--- src/rtl/ipl_pkg.sv ---
package ipl_pkg;
  localparam int unsigned WORD_W    = 32;
  localparam int unsigned LEVEL_W   = 5;
  localparam int unsigned SWB_LO    = 4;
  localparam int unsigned SWB_HI    = 18;
  localparam int unsigned HWB_LO    = 20;
  localparam int unsigned HW_LINES  = 12;
  localparam int unsigned ASTREQ_W  = 4;

  // Bit mask with ones from lo to hi inclusive.
  function automatic logic [WORD_W-1:0] band_mask(input int unsigned lo, input int unsigned hi);
    logic [WORD_W-1:0] m;
    m = '0;
    for (int unsigned i = 0; i < WORD_W; i++) begin
      if (i >= lo && i <= hi) m[i] = 1'b1;
    end
    return m;
  endfunction
endpackage

--- src/rtl/ipl_rst_sync.sv ---
module ipl_rst_sync (
  input  logic clk,
  input  logic rst_n,
  output logic rst_n_sync
);
  logic [1:0] sync_q;

  always_ff @(posedge clk or negedge rst_n) begin
    if (!rst_n) sync_q <= 2'b00;
    else        sync_q <= {sync_q[0], 1'b1};
  end

  assign rst_n_sync = sync_q[1];
endmodule

--- src/rtl/ipl_sw_reg.sv ---
module ipl_sw_reg #(
  parameter int unsigned DATA_W = ipl_pkg::WORD_W,
  parameter int unsigned SW_LO  = ipl_pkg::SWB_LO,
  parameter int unsigned SW_HI  = ipl_pkg::SWB_HI
) (
  input  logic              clk,
  input  logic              rst_n,
  input  logic              we_i,
  input  logic [DATA_W-1:0] wdata_i,
  output logic [DATA_W-1:0] q_o
);
  localparam logic [DATA_W-1:0] KEEP = DATA_W'(ipl_pkg::band_mask(SW_LO, SW_HI));

  logic [DATA_W-1:0] req_q, req_d;

  always_comb begin
    req_d = req_q;
    if (we_i) req_d = wdata_i & KEEP;
  end

  always_ff @(posedge clk or negedge rst_n) begin
    if (!rst_n) req_q <= '0;
    else        req_q <= req_d;
  end

  assign q_o = req_q;
endmodule

--- src/rtl/ipl_level_reg.sv ---
module ipl_level_reg #(
  parameter int unsigned DATA_W = ipl_pkg::WORD_W,
  parameter int unsigned LVL_W  = ipl_pkg::LEVEL_W
) (
  input  logic              clk,
  input  logic              rst_n,
  input  logic              we_i,
  input  logic [DATA_W-1:0] wdata_i,
  output logic [LVL_W-1:0]  q_o
);
  logic [LVL_W-1:0] lvl_q, lvl_d;
  logic             unused_hi;

  assign unused_hi = ^wdata_i[DATA_W-1:LVL_W];

  always_comb begin
    lvl_d = lvl_q;
    if (we_i) lvl_d = wdata_i[LVL_W-1:0];
  end

  always_ff @(posedge clk or negedge rst_n) begin
    if (!rst_n) lvl_q <= '0;
    else        lvl_q <= lvl_d;
  end

  assign q_o = lvl_q;
endmodule

--- src/rtl/ipl_scan.sv ---
module ipl_scan #(
  parameter int unsigned DATA_W = ipl_pkg::WORD_W,
  parameter int unsigned LVL_W  = ipl_pkg::LEVEL_W,
  parameter int unsigned SW_LO  = ipl_pkg::SWB_LO,
  parameter int unsigned SW_HI  = ipl_pkg::SWB_HI
) (
  input  logic [DATA_W-1:0] pend_i,
  output logic [LVL_W-1:0]  win_o
);
  logic [LVL_W-1:0] bit_lvl [DATA_W];

  // Per-position level: software band is rebased to start at 1,
  // every other position is its own level.
  for (genvar g = 0; g < DATA_W; g++) begin : g_lvl
    if (g >= SW_LO && g <= SW_HI) begin : g_sw
      assign bit_lvl[g] = LVL_W'(g - SW_LO + 1);
    end else begin : g_direct
      assign bit_lvl[g] = LVL_W'(g);
    end
  end

  // Ascending scan, the last pending position found wins.
  always_comb begin
    win_o = '0;
    for (int i = 0; i < DATA_W; i++) begin
      if (pend_i[i]) win_o = bit_lvl[i];
    end
  end
endmodule

--- src/rtl/ipl_arbiter.sv ---
module ipl_arbiter #(
  parameter int unsigned DATA_W = ipl_pkg::WORD_W,
  parameter int unsigned LVL_W  = ipl_pkg::LEVEL_W,
  parameter int unsigned SW_LO  = ipl_pkg::SWB_LO,
  parameter int unsigned SW_HI  = ipl_pkg::SWB_HI,
  parameter int unsigned HW_LO  = ipl_pkg::HWB_LO,
  parameter int unsigned HW_N   = ipl_pkg::HW_LINES,
  parameter int unsigned AST_W  = ipl_pkg::ASTREQ_W
) (
  input  logic              clk,
  input  logic              rst_n,
  input  logic              sw_we_i,
  input  logic [DATA_W-1:0] sw_wdata_i,
  input  logic              lvl_we_i,
  input  logic [DATA_W-1:0] lvl_wdata_i,
  input  logic [HW_N-1:0]   hw_irq_i,
  input  logic [AST_W-1:0]  ast_req_i,
  input  logic              eval_i,
  output logic              trap_o,
  output logic              err_o,
  output logic [DATA_W-1:0] summary_o,
  output logic [LVL_W-1:0]  intid_o,
  output logic [LVL_W-1:0]  cur_lvl_o,
  output logic [DATA_W-1:0] sw_req_o
);
  localparam int unsigned PAD_W = DATA_W - HW_N;

  logic              rst_ns;
  logic [DATA_W-1:0] sw_q;
  logic [LVL_W-1:0]  lvl_q;

  ipl_rst_sync u_rst (
    .clk        (clk),
    .rst_n      (rst_n),
    .rst_n_sync (rst_ns)
  );

  ipl_sw_reg #(.DATA_W(DATA_W), .SW_LO(SW_LO), .SW_HI(SW_HI)) u_sw (
    .clk     (clk),
    .rst_n   (rst_ns),
    .we_i    (sw_we_i),
    .wdata_i (sw_wdata_i),
    .q_o     (sw_q)
  );

  ipl_level_reg #(.DATA_W(DATA_W), .LVL_W(LVL_W)) u_lvl (
    .clk     (clk),
    .rst_n   (rst_ns),
    .we_i    (lvl_we_i),
    .wdata_i (lvl_wdata_i),
    .q_o     (lvl_q)
  );

  // Snapshot stage, loaded on the strobe
  logic              eval_q;
  logic [DATA_W-1:0] sw_snap_q;
  logic [HW_N-1:0]   hw_snap_q;
  logic [LVL_W-1:0]  lvl_snap_q;
  logic [AST_W-1:0]  ast_snap_q;

  always_ff @(posedge clk or negedge rst_ns) begin
    if (!rst_ns) begin
      eval_q     <= 1'b0;
      sw_snap_q  <= '0;
      hw_snap_q  <= '0;
      lvl_snap_q <= '0;
      ast_snap_q <= '0;
    end else begin
      eval_q <= eval_i;
      if (eval_i) begin
        sw_snap_q  <= sw_q;
        hw_snap_q  <= hw_irq_i;
        lvl_snap_q <= lvl_q;
        ast_snap_q <= ast_req_i;
      end
    end
  end

  // Resolution
  logic [DATA_W-1:0] pend;
  logic [LVL_W-1:0]  win;
  logic              take;

  assign pend = sw_snap_q | ({{PAD_W{1'b0}}, hw_snap_q} << HW_LO);

  ipl_scan #(.DATA_W(DATA_W), .LVL_W(LVL_W), .SW_LO(SW_LO), .SW_HI(SW_HI)) u_scan (
    .pend_i (pend),
    .win_o  (win)
  );

  assign take = eval_q && (win != '0) && (win > lvl_snap_q);

  // Result stage
  logic              trap_q, trap_d;
  logic              err_q, err_d;
  logic [DATA_W-1:0] sum_q, sum_d;
  logic [LVL_W-1:0]  id_q, id_d;

  always_comb begin
    trap_d = take;
    err_d  = eval_q && (ast_snap_q != '0);
    sum_d  = sum_q;
    id_d   = id_q;
    if (take) begin
      sum_d = pend;
      id_d  = win;
    end
  end

  always_ff @(posedge clk or negedge rst_ns) begin
    if (!rst_ns) begin
      trap_q <= 1'b0;
      err_q  <= 1'b0;
      sum_q  <= '0;
      id_q   <= '0;
    end else begin
      trap_q <= trap_d;
      err_q  <= err_d;
      sum_q  <= sum_d;
      id_q   <= id_d;
    end
  end

  assign trap_o    = trap_q;
  assign err_o     = err_q;
  assign summary_o = sum_q;
  assign intid_o   = id_q;
  assign cur_lvl_o = lvl_q;
  assign sw_req_o  = sw_q;
endmodule

--- config.mk ---
export PLATFORM = sky130hd
export DESIGN_NAME = ipl_arbiter
export DESIGN_NICKNAME = d
export VERILOG_FILES = /design/src/rtl/ipl_pkg.sv /design/src/rtl/ipl_rst_sync.sv /design/src/rtl/ipl_sw_reg.sv /design/src/rtl/ipl_level_reg.sv /design/src/rtl/ipl_scan.sv /design/src/rtl/ipl_arbiter.sv
export SDC_FILE = /design/constraint.sdc
export NUM_CORES = 1
export LEC_CHECK = 0
export ABC_AREA = 0
export BUFFER_PORTS_ARGS = -buffer_cell sky130_fd_sc_hd__clkbuf_2
export CORE_ASPECT_RATIO = 1.75
export CORE_UTILIZATION = 52
export DETAILED_ROUTE_END_ITERATION = 6
export GPL_TIMING_DRIVEN = 0
export PLACE_DENSITY = 0.85
export SKIP_LAST_GASP = 1
export SYNTH_ARGS = -nofsm -noshare
export SYNTH_HDL_FRONTEND = slang
export SYNTH_SLANG_ARGS = --single-unit
--- constraint.sdc ---
create_clock -name clk -period 6.65 [get_ports clk]
set_input_delay 0 -clock clk [delete_from_list [all_inputs] [get_ports clk]]
set_output_delay 0 -clock clk [all_outputs]
set_load 0.03 [all_outputs]
==> metrics.cfg, run 1 <==
[pwr]
switching_share_pct=33.47
total_leakage_power_nw=2.558
power.total_w=0.001636
powerDensity_mw_per_mm2=308.3
p_sw_w=0.0005475
vdd_drop_max_uv=244.4
combPwrFrac_pct=26.4
seq_power_share_pct=45.2
pwr-share-clk_pct=28.5
p_int_w=0.001088

[status]
status=complete, no violations

[finish]
layout_commonest_cell=clkbuf_2
stdcell_count=561
area_growth_pct=34.65
layout.nets=560
drive_above_1_share_pct=39.37
layout_common_cells=93 x clkbuf_2, 92 x dfrtp_1, 48 x mux2_2
antennaDiodeCount=0

[routing]
drt_iter0_drc=159
vias=3032
antenna_left=0
drc=0
wl_mm=9.169
drtPass1Iterations=4
wl_per_cell_um=16.34
vias_per_cell=5.405

[critical_path]
start_kind=flip-flop
critPathMaxFanout=10
setup.worst_path.end_class=flip-flop
crit_start=sw_snap_q[13]$_DFFE_PN0P_
worstReg2RegStart=sw_snap_q[13]$_DFFE_PN0P_
crit_type=reg2reg
cp.required_ns=6.92
crit_arrival_ns=3.42

[cts]
cts_setup_buffers=0
clk_pin_slew_worst_paths_ns=0.06
cts.sinks=93
root_buffer=clkbuf_16
cts_buffers=9
clock_path_buffers=2
cts_htree_levels=3
worstSkewPairLatency_ns=0.34
cts_tree=done

[placement]
place.gp.congestion=0.8593
placed_cells=504
numPortBuffers=93
dp_hpwl_mm=6.490

[timing]
tns_ns=0
rsz0062_at_grt=false
setup_viol=0
holdWs_ns=0.005637
period_needed_ns=3.149
worst_pin_slew_ns=0.6168
fmax_mhz=317.5
slew_violations=0
skew_ns=0.008489
hold_violations=0
slew_headroom_pct=58.88
finalCritPeriodShare_pct=47.36

[floorplan]
dieArea_mm2=0.007943
initial_core_util_pct=54.09
fp.dieW_um=67.80
io-pin-count=161
die_h_um=117.2
core_area_mm2=0.007284
rows=41

[global_routing]
overflow=0
grt_pass1_wl_mm=14.90
grt_max_degree=61
grt_pass1_vias=3084
grt_usage_pct=25.73
antenna_found_initial=0

[run]
drv_cap=0

[synthesis]
synthXorXnorAreaFrac_pct=0
syn_area_per_cell_um2=13.00
yosys.area_share.adder_pct=1.588
yosysTopAreaCellShare_pct=59.07
synth_compound_area_share_pct=11.62
netlist_area_mm2=0.003940
ys_warn_count=0
synthCells=303
seq_area_frac_synth_pct=59.07
yosys.area.top_type=dfrtp_1
synth_top_family_by_area=multiplexers
yosys_register_bits=93
synth.distinct_cells=37
synth-simple-area-share_pct=6.764
yosys-mux-area-fraction_pct=14.10
yosys-top-cells-area=dfrtp_1 59%, mux2_2 14%, a22o_1 6.9%

[worst_hold_path]
min_from=lvl_we_i
hold_path_class=in2reg

==> metal layers <==
layer  up-vias  wire length [um]  global-route usage [%]
li1       1380                 -                       -
met1      1499              3502                   30.76
met2       120              4933                   43.04
met3        33               411                   4.457
met4         0               321                   14.31
met5         -                 0                       0
==> Yosys cell counts <==
cell type / number
a22o_1: 31
o21bai_1: 1
o211ai_1: 2
a21oi_1: 4
a311oi_1: 1
ha_1: 5
nand4_2: 1
mux2_4: 1
nand4_1: 1
a21boi_0: 1
dfrtp_1: 93
nand2b_1: 3
nor2b_1: 2
o21a_1: 1
or4_1: 1
nor4_1: 3
o21ai_2: 1
nor3_1: 4
buf_1: 2
a221oi_1: 1
o311ai_0: 1
inv_2: 1
conb_1: 2
or3_1: 1
mux2_2: 48
o21ai_0: 12
inv_1: 9
o41a_1: 1
buf_4: 25
clkbuf_1: 8
nor2_1: 12
o221ai_1: 1
nand3_1: 4
o2111ai_1: 1
nand2_1: 15
nor4_4: 2
o21ai_1: 1
==> path summary, 6_finish.rpt <==
path | to | slack (ns) | cells past startpoint
setup / recovery | summary_o[9]$_DFFE_PN0P_ | 3.50 | 11
hold / removal | u_lvl.q_o[2]$_DFFE_PN0P_ | 0.006 | 2
setup reg to reg | summary_o[9]$_DFFE_PN0P_ | 3.50 | 11
hold reg to reg | u_sw.q_o[5]$_DFFE_PN0P_ | 0.28 | 0
max in group asynchronous | err_o$_DFF_PN0_ | 5.74 | 1
min in group asynchronous | u_sw.q_o[5]$_DFFE_PN0P_ | 0.28 | 0
==> final cells by class <==
type / instances / area, um2
Inverter: 10 / 37.54
Tap cell: 86 / 107.6
Clock inverter: 3 / 21.27
Timing Repair Buffer: 135 / 903.4
Multi-Input combinational cell: 186 / 1429
Sequential cell: 93 / 2331
Fill cell: 494 / 1979
Clock buffer: 13 / 250.2
Buffer: 35 / 225.2
==> metrics by stage <==
| stage | setup slack [ns] | util [%] | instance area, um2 |
|---|---|---|---|
| after floorplan | 3.868 | - | 4019 |
| after global placement | 3.123 | 63.04 | 4592 |
| after detailed placement | 3.537 | 63.47 | 4623 |
| after CTS | 3.510 | 72.83 | 5305 |
| after global routing | 3.193 | 72.83 | 5305 |
| final | 3.501 | 72.83 | 5305 |
==> cells by family after synthesis <==
kind of cell	count (synthesis)
other cells	2
fa+ha+maj	5
buf+inv	45
simple gates	49
compound gates	60
mux	49
flops	93
==> power by group through the flow <==
stage / combinational (W) / sequential, W / clock, W
finish: 0.000431 / 0.000739 / 0.000466
global route: 0.000463 / 0.000752 / 0.000494
CTS: 0.000432 / 0.000738 / 0.000473
detailed placement: 0.000411 / 0.000746 / 0
global placement: 0.000389 / 0.000749 / 0
floorplan: 0.000160 / 0.000861 / 0
==> flip-flops by register name (all words and copies together) (netlist names) <==
name	flops
lvl_snap_q	5
ast_snap_q	4
u_rst.sync_q	2
err_o	1
u_lvl.q_o	5
trap_o	1
hw_snap_q	12
eval_q	1
summary_o	27
intid_o	5
sw_snap_q	15
u_sw.q_o	15
==> worst max-delay path: stages, from the launching register on <==
cell and delay [ns]:
dfrtp_1 0.43, nor2_1 0.17, o311ai_0 0.18, a311oi_1 0.33, o21ai_0 0.24, ha_1 0.34, nor2b_1 0.15, o21a_1 0.12
o21ai_0 0.07, a21oi_1 0.39, clkbuf_1 0.43, a22o_1 0.23
==> timing repair <==
action                                 4_1_cts  5_1_grt
gates resized for setup                      0        0
endpoints found under the hold margin       39        0
hold buffers                                41        0
Note: power is estimated with default switching activity, not from simulation.
==> run 2, diff against run 1 <==
Settings changed: CORE_UTILIZATION 52 to 43, PLACE_DENSITY 0.85 to 0.75.
Clock period 6.65 ns to 2.69 ns, I/O delays scaled along.
==> metrics.cfg, run 2 (synthesis results as in run 1) <==
[cts]
root_buffer=clkbuf_16
cts.sinks=93  ; unchanged
clk_pin_slew_worst_paths_ns=0.06  ; about the same
worstSkewPairLatency_ns=0.34  ; about the same
cts_htree_levels=3  ; unchanged
clock_path_buffers=2  ; unchanged
cts_buffers=9  ; unchanged
cts_tree=done

[routing]
vias_per_cell=5.003  ; -7.4%
antenna_left=0  ; unchanged
drtPass1Iterations=4  ; unchanged
wl_per_cell_um=15.38  ; -5.9%
wl_mm=9.291  ; +1.3%
drt_iter0_drc=161  ; +1.3%
drc=0  ; unchanged
vias=3022  ; -0.33%

[timing]
setup_ws_ns=-0.02375  ; -3.524 ns
worst_pin_slew_ns=0.6083  ; -0.008534 ns
setup_viol=11  ; +11
slew_headroom_pct=59.45  ; +0.57 points
rsz0062_at_grt=true
finalCritPeriodShare_pct=100.9  ; +54 points
skew_ns=0.005982  ; -0.002507 ns
hold_violations=0  ; unchanged
period_needed_ns=2.714  ; -0.4356 ns
fmax_mhz=368.5  ; +16%
slew_violations=0  ; unchanged
tns_ns=-0.08332  ; -0.08332 ns

[global_routing]
use_met3_pct=4.072  ; -0.39 points
antenna_found_initial=0  ; unchanged
met2_usage_pct=35.67  ; -7.4 points
grt_usage_pct=21.39  ; -4.3 points
use_met1_pct=24.73  ; -6.0 points
grt_pass1_wl_mm=15.12  ; +1.4%
top_usage_layer=met2
overflow=0  ; unchanged
grt_pass1_vias=3067  ; -0.55%
grt_max_degree=58  ; -4.9%

[finish]
layout.nets=574  ; +2.5%
area_growth_pct=41.79
layout_commonest_cell=clkbuf_2
drive_above_1_share_pct=46.00  ; +6.6 points
postLayoutCoreUtil_pct=63.60  ; -9.2 points
antennaDiodeCount=0  ; unchanged
n_fill_cell=689  ; +39%
layout_common_cells=94 x clkbuf_2, 86 x dfrtp_1, 48 x mux2_2
largest_reg_flops=27  ; unchanged

[pwr]
powerDensity_mw_per_mm2=739.0  ; +140%
vdd_drop_max_uv=500.6  ; +100%
total_leakage_power_nw=2.645  ; +3.4%

[placement]
dp_hpwl_mm=6.544  ; +0.83%
place.gp.congestion=0.8583  ; -0.12%
numPortBuffers=93  ; unchanged

[status]
status=complete, but fails checks
failed_checks=setup timing

[floorplan]
rows=45  ; +9.8%
initial_core_util_pct=44.86  ; -9.2 points
fp.dieW_um=74.36  ; +9.7%
die_h_um=128.6  ; +9.8%
core_area_mm2=0.008783  ; +21%
io-pin-count=161  ; unchanged
dieArea_mm2=0.009565  ; +20%

[critical_path]
worstReg2RegStart=sw_snap_q[8]$_DFFE_PN0P_
setup.worst_path.end_class=flip-flop
crit_arrival_ns=2.93  ; -0.49 ns
cp.required_ns=2.91  ; -4.01 ns
crit_type=reg2reg
start_kind=flip-flop
crit_start=sw_snap_q[8]$_DFFE_PN0P_
critPathMaxFanout=6  ; -4

[worst_hold_path]
min_from=lvl_we_i
hold_path_class=in2reg

[run]
drv_cap=0  ; unchanged

==> run 2: worst max-delay path, stage by stage, from the launching register on <==
cell and delay, ns:
dfrtp_2 0.43, or4_4 0.53, nand2_1 0.08, nand3_1 0.07, nand3_1 0.12, nand3_2 0.13, ha_4 0.29, o21a_1 0.13
o21ai_2 0.07, a21oi_4 0.24, o21ai_4 0.13, inv_2 0.09, mux2_4 0.29
==> run 2: worst paths after layout <==
check / endpoint / slack [ns] / cells past startpoint
max: intid_o[3]$_DFFE_PN0P_ / -0.02 / 12
min: u_lvl.q_o[2]$_DFFE_PN0P_ / 0.03 / 2
max reg2reg: intid_o[3]$_DFFE_PN0P_ / -0.02 / 12
min reg2reg: u_sw.q_o[6]$_DFFE_PN0P_ / 0.29 / 0
max in group asynchronous: hw_snap_q[3]$_DFFE_PN0P_ / 1.74 / 1
min in group asynchronous: u_sw.q_o[6]$_DFFE_PN0P_ / 0.29 / 0
==> run 2: what timing repair did <==
item                                    CTS  global route
hold buffers                             42             0
buffers inserted                         12             1
endpoints found under the hold margin    39             0
gates resized for setup                  27             9
pin swaps                                 8             3
endpoints found under the setup margin   33            32
==> run 2: cell type report <==
type | instances | area [um2] | share of cell area [%]
clock inverter | 1 | 7.507 | 0.1344
clock buffer | 13 | 260.3 | 4.658
buffer | 35 | 241.5 | 4.323
sequential | 93 | 2338 | 41.86
inverter | 10 | 37.54 | 0.6719
multi-input combinational | 186 | 1544 | 27.64
tap | 117 | 146.4 | 2.620
timing repair buffer | 149 | 1011 | 18.10
==> run 2: metal layers <==
| layer | routed length [um] | vias up |
|---|---|---|
| li1 | - | 1417 |
| met1 | 3612 | 1477 |
| met2 | 4959 | 106 |
| met3 | 370 | 22 |
| met4 | 348 | 0 |
| met5 | 0 | - |
==> run 2: where the power goes <==
| group | leakage, nW | internal (W) | switching [W] |
|---|---|---|---|
| Sequential | 1.10 | 0.00163 | 0.000204 |
| Combinational | 1.42 | 0.000470 | 0.000688 |
| Clock | 0.128 | 0.000666 | 0.000471 |
==> run 2: through the flow <==
stage / setup WS, ns / hold WS (ns) / cell area, um2 / power, W / cells
after CTS: -0.03504 / 0.009883 / 5540 / 0.004139 / 603
after global routing: -0.1610 / 0.03744 / 5587 / 0.004322 / 604
after global placement: -0.3578 / -0.2134 / 4632 / 0.002822 / 534
after floorplan: 0.05716 / -0.2956 / 4020 / 0.002526 / 324
after detailed placement: -0.5104 / -0.2128 / 4662 / 0.002863 / 535
final: -0.02375 / 0.02730 / 5587 / 0.004128 / 604
==> run 3, diff against run 2 <==
Settings changed: CORE_UTILIZATION 43 to 45, CTS_BUF_LIST set to sky130_fd_sc_hd__clkbuf_8, PLACE_DENSITY 0.75 to 0.78.
==> metrics.cfg, run 3 (synthesis results as in run 1) <==
[timing]
slew_violations=0  ; unchanged
setup_ws_ns=-0.04595  ; -0.02220 ns
skew_ns=0.006661  ; +0.0006793 ns
setup_viol=29  ; +18
rsz0062_at_grt=true
period_needed_ns=2.736  ; +0.02220 ns
finalCritPeriodShare_pct=101.7  ; +0.83 points
slew_headroom_pct=58.87  ; -0.58 points
worst_pin_slew_ns=0.6170  ; +0.008664 ns
fmax_mhz=365.5  ; -0.81%
hold_violations=0  ; unchanged

[critical_path]
crit_arrival_ns=2.98  ; +0.05 ns
setup.worst_path.end_class=flip-flop
crit_chain=buf_4, a221oi_1, nor4_1, o211ai_1, inv_1, ha_1, nor2b_1, o21a_1, o21ai_2, a21oi_2, buf_6, o21ai_4, inv_2, mux2_4
crit_type=reg2reg
critPathMaxFanout=5  ; -1
path_buf_inv=4  ; +3
cp.required_ns=2.94  ; +0.03 ns
path_delay_family=compound AO/OA/AOI/OAI gates
start_kind=flip-flop
slowest_stage=dfrtp_1
critPathMaxStageDelay_ns=0.43  ; -0.10 ns

[finish]
postLayoutCoreUtil_pct=66.34  ; +2.7 points
layout_commonest_cell=clkbuf_2
largest_reg_flops=27  ; unchanged
drive_above_1_share_pct=45.42  ; -0.58 points
layout.nets=577  ; +0.52%
antennaDiodeCount=0  ; unchanged
layout_common_cells=93 x clkbuf_2, 90 x dfrtp_1, 48 x mux2_2
stdcell_count=606  ; +0.33%
area_growth_pct=40.90

[cts]
clock_path_buffers=2  ; unchanged
cts_buffers=9  ; unchanged
cts_htree_levels=3  ; unchanged
cts_tree=done
clk_pin_slew_worst_paths_ns=0.08  ; +0.02 ns
root_buffer=clkbuf_8
cts.sinks=93  ; unchanged
worstSkewPairLatency_ns=0.36  ; +0.02 ns

[placement]
dp_hpwl_mm=6.537  ; -0.11%
numPortBuffers=93  ; unchanged
placed_cells=533  ; -0.37%
place.gp.congestion=0.8351  ; -2.7%
pre_cts_slack_ns=-0.4986  ; +0.01185 ns

[status]
failed_checks=setup timing
status=complete, but fails checks

[floorplan]
initial_core_util_pct=47.08  ; +2.2 points
fp.dieW_um=72.74  ; -2.2%
core_area_mm2=0.008368  ; -4.7%
dieArea_mm2=0.009149  ; -4.3%
io-pin-count=161  ; unchanged
rows=44  ; -2.2%
die_h_um=125.8  ; -2.2%

[global_routing]
grt_max_degree=69  ; +19%
top_usage_layer=met2
use_met1_pct=25.74  ; +1.0 points
met2_usage_pct=39.86  ; +4.2 points
overflow=0  ; unchanged
grt_pass1_wl_mm=15.57  ; +3.0%
use_met3_pct=4.240  ; +0.17 points
grt_pass1_vias=3147  ; +2.6%
grt_usage_pct=22.60  ; +1.2 points
antenna_found_initial=0  ; unchanged

[pwr]
powerDensity_mw_per_mm2=706.3  ; -4.4%
vdd_drop_max_uv=524.3  ; +4.7%
total_leakage_power_nw=2.646  ; about the same

[routing]
drtPass1Iterations=4  ; unchanged
vias=3068  ; +1.5%
vias_per_cell=5.063  ; +1.2%
wl_mm=9.799  ; +5.5%
drt_iter0_drc=167  ; +3.7%
antenna_left=0  ; unchanged
wl_per_cell_um=16.17  ; +5.1%
drc=0  ; unchanged

[worst_hold_path]
hold_path_class=in2reg

[run]
drv_cap=0  ; unchanged

-- run 3: cell count changes in the layout (fill, tap and decap cells not counted), sizes merged --
cell         previous run  this run
bufinv                  0         1
clkbuf                114       112
clkinvlp                1         0
inv                    10        13
buf                    41        42
dlygate4sd3            42        44
-- run 3: final timing paths --
kind	slack [ns]	to	start	cells after the start
min in group asynchronous	0.23	summary_o[9]$_DFFE_PN0P_	u_rst.sync_q[1]$_DFF_PN0_	0
worst min register to register	0.23	summary_o[9]$_DFFE_PN0P_	u_rst.sync_q[1]$_DFF_PN0_	0
worst max-delay path	-0.05	intid_o[3]$_DFFE_PN0P_	sw_snap_q[7]$_DFFE_PN0P_	14
worst max register to register	-0.05	intid_o[3]$_DFFE_PN0P_	sw_snap_q[7]$_DFFE_PN0P_	14
max in group asynchronous	1.81	hw_snap_q[2]$_DFFE_PN0P_	u_rst.sync_q[1]$_DFF_PN0_	1
worst min-delay path	0.09	u_sw.q_o[8]$_DFFE_PN0P_	sw_we_i	2
-- run 3: worst register-to-register path, cell delays in order, from the launching register on --
cell and delay, ns:
dfrtp_1 0.43, buf_4 0.16, a221oi_1 0.32, nor4_1 0.10, o211ai_1 0.26, inv_1 0.09, ha_1 0.19, nor2b_1 0.11
o21a_1 0.13, o21ai_2 0.06, a21oi_2 0.17, buf_6 0.15, o21ai_4 0.08, inv_2 0.08, mux2_4 0.30
-- run 3: area by class of cell --
cell class / instances / area [um2]
fillers: 630 / 2816
flip-flops and latches: 93 / 2333
multi-input cells: 186 / 1554
repair buffers: 152 / 1042
plain buffers: 35 / 247.7
clock buffers: 11 / 151.4
well taps: 115 / 143.9
clock inverters: 4 / 41.29
inverters: 10 / 37.54
-- run 3: through the flow --
step	total power [W]	setup TNS (ns)	hold WS, ns	area [um2]
global route	0.004092	-3.725	0.07679	5552
global placement	0.002826	-10.68	-0.2136	4629
CTS	0.003900	-0.005193	0.06673	5473
detailed placement	0.002870	-14.95	-0.2107	4659
finish	0.003921	-0.3473	0.08959	5552
floorplan	0.002526	0	-0.2956	4020
-- run 3: repair_timing --
action,in CTS,in global routing
hold buffers,44,0
pin swaps,8,8
resized for setup,27,10
endpoints found under the setup margin,33,33
buffers inserted,11,3
endpoints found under the hold margin,39,0
-- run 3: routing by layer --
metal  wire, um  part of all wire (%)  vias up
li1           -                     -     1421
met3        422                   4.3       22
met2       5306                    54      117
met4        345                   3.5        0
met5          0                     0        -
met1       3724                    38     1508
-- run 3: power by group --
group	internal (W)	total (W)	switching, W	leakage, nW
registers	0.00162	0.00183	0.000208	1.10
clock network	0.000466	0.000902	0.000436	0.109
logic	0.000481	0.00119	0.000706	1.43
